--- config.mk ---
export PLATFORM = sky130hd
export DESIGN_NAME = acc_sub_unit
export DESIGN_NICKNAME = d
export VERILOG_FILES = /design/src/rtl/acc_sub_pkg.sv /design/src/rtl/acc_sub_regfile.sv /design/src/rtl/acc_sub_align.sv /design/src/rtl/acc_sub_core.sv /design/src/rtl/acc_sub_unit.sv
export SDC_FILE = /design/constraint.sdc
export NUM_CORES = 1
export LEC_CHECK = 0
export BUFFER_PORTS_ARGS = -buffer_cell sky130_fd_sc_hd__buf_2
export CAP_MARGIN = 15
export CORE_UTILIZATION = 27
export DETAILED_ROUTE_END_ITERATION = 10
export MAX_ROUTING_LAYER = met4
export PLACE_DENSITY = 0.4
export RECOVER_POWER = 25
export SYNTH_ARGS = -nofsm -noshare
export SYNTH_HDL_FRONTEND = slang
export SYNTH_SLANG_ARGS = --single-unit
--- constraint.sdc ---
create_clock -name clk -period 5.54 [get_ports clk]
set_input_delay 0.554 -clock clk [delete_from_list [all_inputs] [get_ports clk]]
set_output_delay 0.554 -clock clk [all_outputs]
set_load 0.01 [all_outputs]
--- src/rtl/acc_sub_pkg.sv ---
// Package: register codes and code classification shared by the subtract unit.
// Assumes a 3-bit register code everywhere.
package acc_sub_pkg;
    localparam int SEL_W = 3;
    localparam logic [SEL_W-1:0] SEL_A  = 3'd0;
    localparam logic [SEL_W-1:0] SEL_B  = 3'd1;
    localparam logic [SEL_W-1:0] SEL_X0 = 3'd2;
    localparam logic [SEL_W-1:0] SEL_Y0 = 3'd3;
    localparam logic [SEL_W-1:0] SEL_Y1 = 3'd4;
    localparam logic [SEL_W-1:0] SEL_YP = 3'd5;

    // True for the two accumulator codes.
    function automatic logic is_acc(input logic [SEL_W-1:0] s);
        return (s == SEL_A) || (s == SEL_B);
    endfunction

    // True for the three 16-bit register codes.
    function automatic logic is_word(input logic [SEL_W-1:0] s);
        return (s == SEL_X0) || (s == SEL_Y0) || (s == SEL_Y1);
    endfunction
endpackage

--- src/rtl/acc_sub_regfile.sv ---
// Operand store: two accumulators plus X0, Y0, Y1.
// A write-back has priority over a load in the same cycle; the read port is combinational.
module acc_sub_regfile
    import acc_sub_pkg::*;
#(
    parameter int WORD_W = 16,
    parameter int EXT_W  = 4
) (
    input  logic                 clk,
    input  logic                 rst_n,
    input  logic                 ld_en,
    input  logic [SEL_W-1:0]     ld_sel,
    input  logic [EXT_W+2*WORD_W-1:0] ld_data,
    input  logic                 wb_en,
    input  logic [SEL_W-1:0]     wb_sel,
    input  logic [EXT_W+2*WORD_W-1:0] wb_data,
    input  logic [SEL_W-1:0]     rd_sel,
    output logic [EXT_W+2*WORD_W-1:0] rd_data,
    output logic [EXT_W+2*WORD_W-1:0] a_q,
    output logic [EXT_W+2*WORD_W-1:0] b_q,
    output logic [WORD_W-1:0]    x0_q,
    output logic [WORD_W-1:0]    y0_q,
    output logic [WORD_W-1:0]    y1_q
);
    localparam int ACC_W = EXT_W + 2*WORD_W;
    localparam int PAD_W = ACC_W - WORD_W;

    // Register update: reset, then write-back, else load.
    always_ff @(posedge clk) begin
        if (!rst_n) begin
            a_q  <= '0;
            b_q  <= '0;
            x0_q <= '0;
            y0_q <= '0;
            y1_q <= '0;
        end else if (wb_en) begin
            case (wb_sel)
                SEL_A:   a_q  <= wb_data;
                SEL_B:   b_q  <= wb_data;
                SEL_X0:  x0_q <= wb_data[WORD_W-1:0];
                SEL_Y0:  y0_q <= wb_data[WORD_W-1:0];
                SEL_Y1:  y1_q <= wb_data[WORD_W-1:0];
                default: ;
            endcase
        end else if (ld_en) begin
            case (ld_sel)
                SEL_A:   a_q  <= ld_data;
                SEL_B:   b_q  <= ld_data;
                SEL_X0:  x0_q <= ld_data[WORD_W-1:0];
                SEL_Y0:  y0_q <= ld_data[WORD_W-1:0];
                SEL_Y1:  y1_q <= ld_data[WORD_W-1:0];
                SEL_YP: begin
                    y1_q <= ld_data[2*WORD_W-1:WORD_W];
                    y0_q <= ld_data[WORD_W-1:0];
                end
                default: ;
            endcase
        end
    end

    // Read mux: word registers are zero-extended.
    always_comb begin
        case (rd_sel)
            SEL_A:   rd_data = a_q;
            SEL_B:   rd_data = b_q;
            SEL_X0:  rd_data = {{PAD_W{1'b0}}, x0_q};
            SEL_Y0:  rd_data = {{PAD_W{1'b0}}, y0_q};
            SEL_Y1:  rd_data = {{PAD_W{1'b0}}, y1_q};
            SEL_YP:  rd_data = {{EXT_W{1'b0}}, y1_q, y0_q};
            default: rd_data = '0;
        endcase
    end
endmodule

--- src/rtl/acc_sub_align.sv ---
// Operand alignment: picks minuend and subtrahend and the operating width.
// Word-mode operands are placed sign-extended in the low bits; only the low word is used then.
module acc_sub_align
    import acc_sub_pkg::*;
#(
    parameter int WORD_W = 16,
    parameter int EXT_W  = 4
) (
    input  logic [SEL_W-1:0]     src_sel,
    input  logic [SEL_W-1:0]     dst_sel,
    input  logic [EXT_W+2*WORD_W-1:0] a_q,
    input  logic [EXT_W+2*WORD_W-1:0] b_q,
    input  logic [WORD_W-1:0]    x0_q,
    input  logic [WORD_W-1:0]    y0_q,
    input  logic [WORD_W-1:0]    y1_q,
    output logic                 legal,
    output logic                 word_mode,
    output logic [EXT_W+2*WORD_W-1:0] min_op,
    output logic [EXT_W+2*WORD_W-1:0] sub_op
);
    localparam int ACC_W = EXT_W + 2*WORD_W;
    localparam int PAD_W = ACC_W - WORD_W;

    logic [WORD_W-1:0]   src_word;
    logic [WORD_W-1:0]   dst_word;
    logic [2*WORD_W-1:0] src_long;

    // Legality and width selection from the two codes.
    always_comb begin
        word_mode = is_word(dst_sel);
        legal     = (is_acc(dst_sel) && (src_sel <= SEL_YP)) ||
                    (word_mode && (src_sel <= SEL_Y1));
    end

    // 16-bit view of the source: accumulators give their middle word.
    always_comb begin
        case (src_sel)
            SEL_A:   src_word = a_q[2*WORD_W-1:WORD_W];
            SEL_B:   src_word = b_q[2*WORD_W-1:WORD_W];
            SEL_X0:  src_word = x0_q;
            SEL_Y0:  src_word = y0_q;
            SEL_Y1:  src_word = y1_q;
            default: src_word = '0;
        endcase
    end

    // 16-bit view of a word destination.
    always_comb begin
        case (dst_sel)
            SEL_X0:  dst_word = x0_q;
            SEL_Y0:  dst_word = y0_q;
            default: dst_word = y1_q;
        endcase
    end

    // 32-bit view of a word or pair source, before sign extension.
    always_comb begin
        if (src_sel == SEL_YP) src_long = {y1_q, y0_q};
        else                   src_long = {src_word, {WORD_W{1'b0}}};
    end

    // Operand placement for the chosen width.
    always_comb begin
        if (word_mode) begin
            min_op = {{PAD_W{dst_word[WORD_W-1]}}, dst_word};
            sub_op = {{PAD_W{src_word[WORD_W-1]}}, src_word};
        end else begin
            min_op = (dst_sel == SEL_B) ? b_q : a_q;
            if (src_sel == SEL_A)      sub_op = a_q;
            else if (src_sel == SEL_B) sub_op = b_q;
            else                       sub_op = {{EXT_W{src_long[2*WORD_W-1]}}, src_long};
        end
    end
endmodule

--- src/rtl/acc_sub_core.sv ---
// Subtractor and flag logic for either the full accumulator width or one word.
// Assumes operands already aligned; in word mode only the low word is meaningful.
module acc_sub_core #(
    parameter int WORD_W = 16,
    parameter int EXT_W  = 4
) (
    input  logic                 word_mode,
    input  logic [EXT_W+2*WORD_W-1:0] min_op,
    input  logic [EXT_W+2*WORD_W-1:0] sub_op,
    output logic [EXT_W+2*WORD_W-1:0] result,
    output logic                 c_out,
    output logic                 n_out,
    output logic                 z_out,
    output logic                 v_out
);
    localparam int ACC_W = EXT_W + 2*WORD_W;
    localparam int PAD_W = ACC_W - WORD_W;

    logic [ACC_W:0]  diff_full;
    logic [WORD_W:0] diff_word;

    // Both widths are subtracted with one extra bit that catches the borrow.
    always_comb begin
        diff_full = {1'b0, min_op} - {1'b0, sub_op};
        diff_word = {1'b0, min_op[WORD_W-1:0]} - {1'b0, sub_op[WORD_W-1:0]};
    end

    // Result and flags for the active width.
    always_comb begin
        if (word_mode) begin
            result = {{PAD_W{diff_word[WORD_W-1]}}, diff_word[WORD_W-1:0]};
            c_out  = diff_word[WORD_W];
            n_out  = diff_word[WORD_W-1];
            z_out  = (diff_word[WORD_W-1:0] == '0);
            v_out  = (min_op[WORD_W-1] != sub_op[WORD_W-1]) &&
                     (diff_word[WORD_W-1] != min_op[WORD_W-1]);
        end else begin
            result = diff_full[ACC_W-1:0];
            c_out  = diff_full[ACC_W];
            n_out  = diff_full[ACC_W-1];
            z_out  = (diff_full[ACC_W-1:0] == '0);
            v_out  = (min_op[ACC_W-1] != sub_op[ACC_W-1]) &&
                     (diff_full[ACC_W-1] != min_op[ACC_W-1]);
        end
    end
endmodule

--- src/rtl/acc_sub_unit.sv ---
// Top: one-cycle subtract with write-back, flags and a done pulse.
// Assumes requests and loads are synchronous to clk; illegal requests are dropped.
module acc_sub_unit
    import acc_sub_pkg::*;
#(
    parameter int WORD_W = 16,
    parameter int EXT_W  = 4,
    localparam int ACC_W = EXT_W + 2*WORD_W
) (
    input  logic             clk,
    input  logic             rst_n,
    input  logic             ld_en,
    input  logic [2:0]       ld_sel,
    input  logic [ACC_W-1:0] ld_data,
    input  logic             start,
    input  logic [2:0]       src_sel,
    input  logic [2:0]       dst_sel,
    input  logic [2:0]       rd_sel,
    output logic [ACC_W-1:0] rd_data,
    output logic             done,
    output logic             flag_c,
    output logic             flag_n,
    output logic             flag_z,
    output logic             flag_v
);
    logic [ACC_W-1:0]  a_q, b_q, min_op, sub_op, result;
    logic [WORD_W-1:0] x0_q, y0_q, y1_q;
    logic legal, word_mode, go, c_nx, n_nx, z_nx, v_nx;

    assign go = start && legal;

    acc_sub_regfile #(.WORD_W(WORD_W), .EXT_W(EXT_W)) u_rf (
        .clk(clk), .rst_n(rst_n),
        .ld_en(ld_en), .ld_sel(ld_sel), .ld_data(ld_data),
        .wb_en(go), .wb_sel(dst_sel), .wb_data(result),
        .rd_sel(rd_sel), .rd_data(rd_data),
        .a_q(a_q), .b_q(b_q), .x0_q(x0_q), .y0_q(y0_q), .y1_q(y1_q)
    );

    acc_sub_align #(.WORD_W(WORD_W), .EXT_W(EXT_W)) u_align (
        .src_sel(src_sel), .dst_sel(dst_sel),
        .a_q(a_q), .b_q(b_q), .x0_q(x0_q), .y0_q(y0_q), .y1_q(y1_q),
        .legal(legal), .word_mode(word_mode),
        .min_op(min_op), .sub_op(sub_op)
    );

    acc_sub_core #(.WORD_W(WORD_W), .EXT_W(EXT_W)) u_core (
        .word_mode(word_mode), .min_op(min_op), .sub_op(sub_op),
        .result(result), .c_out(c_nx), .n_out(n_nx), .z_out(z_nx), .v_out(v_nx)
    );

    // Done pulse and flag capture on each accepted request.
    always_ff @(posedge clk) begin
        if (!rst_n) begin
            done   <= 1'b0;
            flag_c <= 1'b0;
            flag_n <= 1'b0;
            flag_z <= 1'b0;
            flag_v <= 1'b0;
        end else begin
            done <= go;
            if (go) begin
                flag_c <= c_nx;
                flag_n <= n_nx;
                flag_z <= z_nx;
                flag_v <= v_nx;
            end
        end
    end
endmodule

==> run_results.csv <==
group,metric,value,unit
outcome,status,"finished, violations left",
outcome,violations,"design-rule violations, max-capacitance violations, max-slew violations",
timing,finalClockSkew,0.0206,ns
setup_path,cp-start-kind,"input pin",
pwr,p_leak,0.00530,uW
synthesis,syn-instance-count,1586,
final_layout,syn2layout_area_growth,15.9,%
synthesis,yosysSeqAreaShare,22.1,%
global_route,antenna_found_initial,0,
job,cap_violations,2,
cts,ctsHoldBuffers,0,
worst_hold_path,hold_path_class,"input pin to flip-flop",
synthesis,synthesis.area,11300,sq um
cts,clk_root_buffer_cell,"clkbuf_16",
setup_path,slowest_stage,"and2_2",
pwr,swShare,41.8,%
setup_path,worstPathRequired,5.92,ns
synthesis,ys_ff_latch,125,
pwr,clkPwrFrac,32.9,%
place,gp_congestion,0.994,
cts,cts_sinks,125,
setup_path,r2r-start,"u_rf.x0_q[0]",
final_layout,fillerInstances,4620,
global_route,grt_pass1_wl,85.8,mm
die,die_h,207,microns
synthesis,synth.distinct_cells,80,
global_route,grt_pass1_vias,11923,
final_layout,layout-drive-gt1-share,12.9,%
final_layout,antenna_cells,0,
timing,fin_crit,5.21,ns
worst_hold_path,hp-start,"ld_data[33]",
setup_path,path_cells,"buf_2 -> nor2_1 -> and2_2 -> buf_4 -> nand2_1 -> a31oi_1 -> ha_1 -> nand4_1 -> nor3_1 -> o2111ai_1 -> a31oi_1 -> o21ai_0 -> a211oi_1 -> xor2_1 -> nor4_1 -> nand4_1 -> o21ai_1",
global_route,grt_overflow,0,
die,die_area,42700,sq um
die,rows,74,
pwr,netSwitchingPower,1550,uW
die,start_util,27.5,%
worst_hold_path,min_path_cells,3,
timing,setup-violations-final,0,
timing,worst_pin_slew,2.94,ns
place,place_ws,0.116,ns
synthesis,synth_top_cell_by_area,"dfxtp_1",
worst_hold_path,hold-path-endpoint,"u_rf.b_q[33]",
pwr,peakVddDrop,0.177,mV
setup_path,critPathMaxFanout,22,
timing,slew_headroom,-95.8,%
timing,rsz0062_at_grt,"false",
setup_path,critPathKind,"input pin to flip-flop",
place,placedCellCount,2159,
global_route,grt_max_degree,75,
setup_path,slowest_delay,0.57,ns
pwr,powerDensity,282,nW/um^2
drt,drc,6,
synthesis,ys_warn_count,0,
place,port_buffers,92,
drt,drtPass1Iterations,9,
synthesis,synth_top_flop_cell,"dfxtp_1",
synthesis,syn_nets,1675,
place,dp_hpwl,45.5,mm
cts,cts_tree,"built",
die,floorplan.die.width,207,microns
pwr,internal_power,2150,uW
pwr,pwr-share-comb,39.8,%
setup_path,r2r_end,"u_rf.b_q[28]",
cts,clockBufferDepth,2,
timing,timing.fmax,192,MHz
cts,htree_levels,4,
synthesis,ys_top_cells_by_area,"dfxtp_1 22%, nand2_1 9.9%, mux2i_1 6.6%, a21oi_1 5.5%, o211a_1 4.6%",
drt,vias,12644,
pwr,seqPwrFrac,27.4,%
global_route,grt_use_total,28.8,%
drt,routed_wl,59.7,mm
drt,dr.first_iter.drc_count,1102,
synthesis,synth_edf_count,0,
drt,wire_per_inst,27.2,microns
timing,hold_viol,0,
die,ioPinCount,93,
synthesis,synth_top_area_share,22.1,%
cts,clk_latency,0.45,ns
final_layout,instances_no_fill,2191,
timing,maxSlewViolCount,107,
setup_path,arrival,5.59,ns
synthesis,syn_avg_cell_area,7.13,sq um
setup_path,reg2reg_depth,18,
timing,setup_slack,0.328,ns
drt,ant_nets,0,
timing,finalCritPeriodShare,94.1,%
setup_path,cp-end-kind,"flip-flop",
drt,vias_per_cell,5.77,
final_layout,nets,1735,
setup_path,r2r_setup_slack,0.68,ns
synthesis,async_flop_share,0,%
die,core-area,41100,sq um
cts,clk_pin_slew,0.07,ns
cts,cts_inserted_buffers,17,
cell usage after synthesis, types with 20 or more instances:
library cell	instances
a31oi_1	36
nand2_1	297
o221ai_1	28
a21oi_1	124
nor3_1	20
a22oi_1	67
nand2b_1	29
o21ai_0	96
o211a_1	52
xnor2_1	22
nor2_1	119
clkbuf_1	84
ha_1	36
inv_1	31
a21boi_0	40
dfxtp_1	125
buf_2	28
a211oi_1	22
nand3_1	28
mux2i_1	75
through the flow:
stage,power [uW],cell area (sq um),utilization (%),TNS [ns],hold WS [ns]
6_report,3700,13100,31.9,0,0.452
5_1_grt,3850,13100,31.9,0,0.473
4_1_cts,3690,13200,32.0,0,0.437
3_5_place_dp,2470,12600,30.6,0,0.496
3_3_place_gp,2480,12600,30.6,-0.00149,0.488
2_1_floorplan,1900,11300,-,0,0.461
kinds of logic after synthesis:
family                     after synthesis  synth area share (%)
adders and majority gates               37                  4.16
and+or+nand+nor                        564                  21.8
buffers and inverters                  168                  6.37
DFF                                    125                  22.1
xor gates and xnor gates                35                  2.71
muxes                                   83                  7.43
AOI/OAI and AO/OA                      574                  35.4
sequential cells by signal (all words and copies together), names as in the netlist:
register   flops
done           1
flag_c         1
flag_n         1
flag_v         1
flag_z         1
u_rf.a_q      36
u_rf.b_q      36
u_rf.x0_q     16
u_rf.y0_q     16
u_rf.y1_q     16
final cells by class:
type	instances	area, sq um	share of cell area [%]
Multi-Input combinational cell	1293	8160	62.2
Sequential cell	125	2500	19.1
Timing Repair Buffer	178	1070	8.16
Tap cell	532	666	5.07
Clock buffer	21	470	3.59
Clock inverter	11	133	1.01
Inverter	31	116	0.887
cell usage in the layout (no fill, tap or decap), drive strengths merged, types with 10 or more instances in the layout:
master	n
xor2	13
o21ai	100
o22ai	10
o211a	52
and2	15
ha	36
mux2i	75
a211oi	22
buf	138
o221ai	28
a21boi	46
o211ai	17
o21a	10
nand3	28
clkbuf	61
a22oi	67
nor2	119
nand2b	29
nand2	298
inv	34
nor3	20
a31oi	37
nor2b	19
dfxtp	125
xnor2	22
a21oi	125
power groups by stage:
stage	registers (uW)	clock network, uW	logic (uW)
after floorplan	997	0	900
after global placement	1030	0	1450
after detailed placement	1030	0	1440
after global routing	1020	1260	1570
final	1010	1220	1470
after CTS	1010	1230	1450
critical path: cells and delay by family:
kind	cells	cell delay, ns
xor gates and xnor gates	1	0.19
adders and majority gates	1	0.44
buffers and inverters	2	0.60
AOI/OAI and AO/OA	6	1.68
and+or+nand+nor	7	2.06
worst max-delay path by stage:
stage	startpoint	cells after the start	to	slack, ns
after global routing	src_sel[2]	17	flag_z	0.02
after global placement	src_sel[2]	19	flag_z	-0.001
after floorplan	dst_sel[1]	19	flag_z	0.70
after CTS	src_sel[0]	18	u_rf.b_q[28]	0.53
final	dst_sel[1]	17	flag_z	0.33
after detailed placement	dst_sel[1]	17	flag_z	0.12
routing by layer:
metal	routed length [microns]	track usage, %
met1	27400	38.3
met2	26700	44.0
met3	3360	4.25
met4	2180	10.8
met5	0	-
what timing repair did:
item / CTS / global route
endpoints found under the hold margin: 0 / 0
setup endpoints to repair: 0 / 1
setup buffers: 0 / 0
resized for setup: 0 / 1
Note: power is estimated with default switching activity, not from simulation.
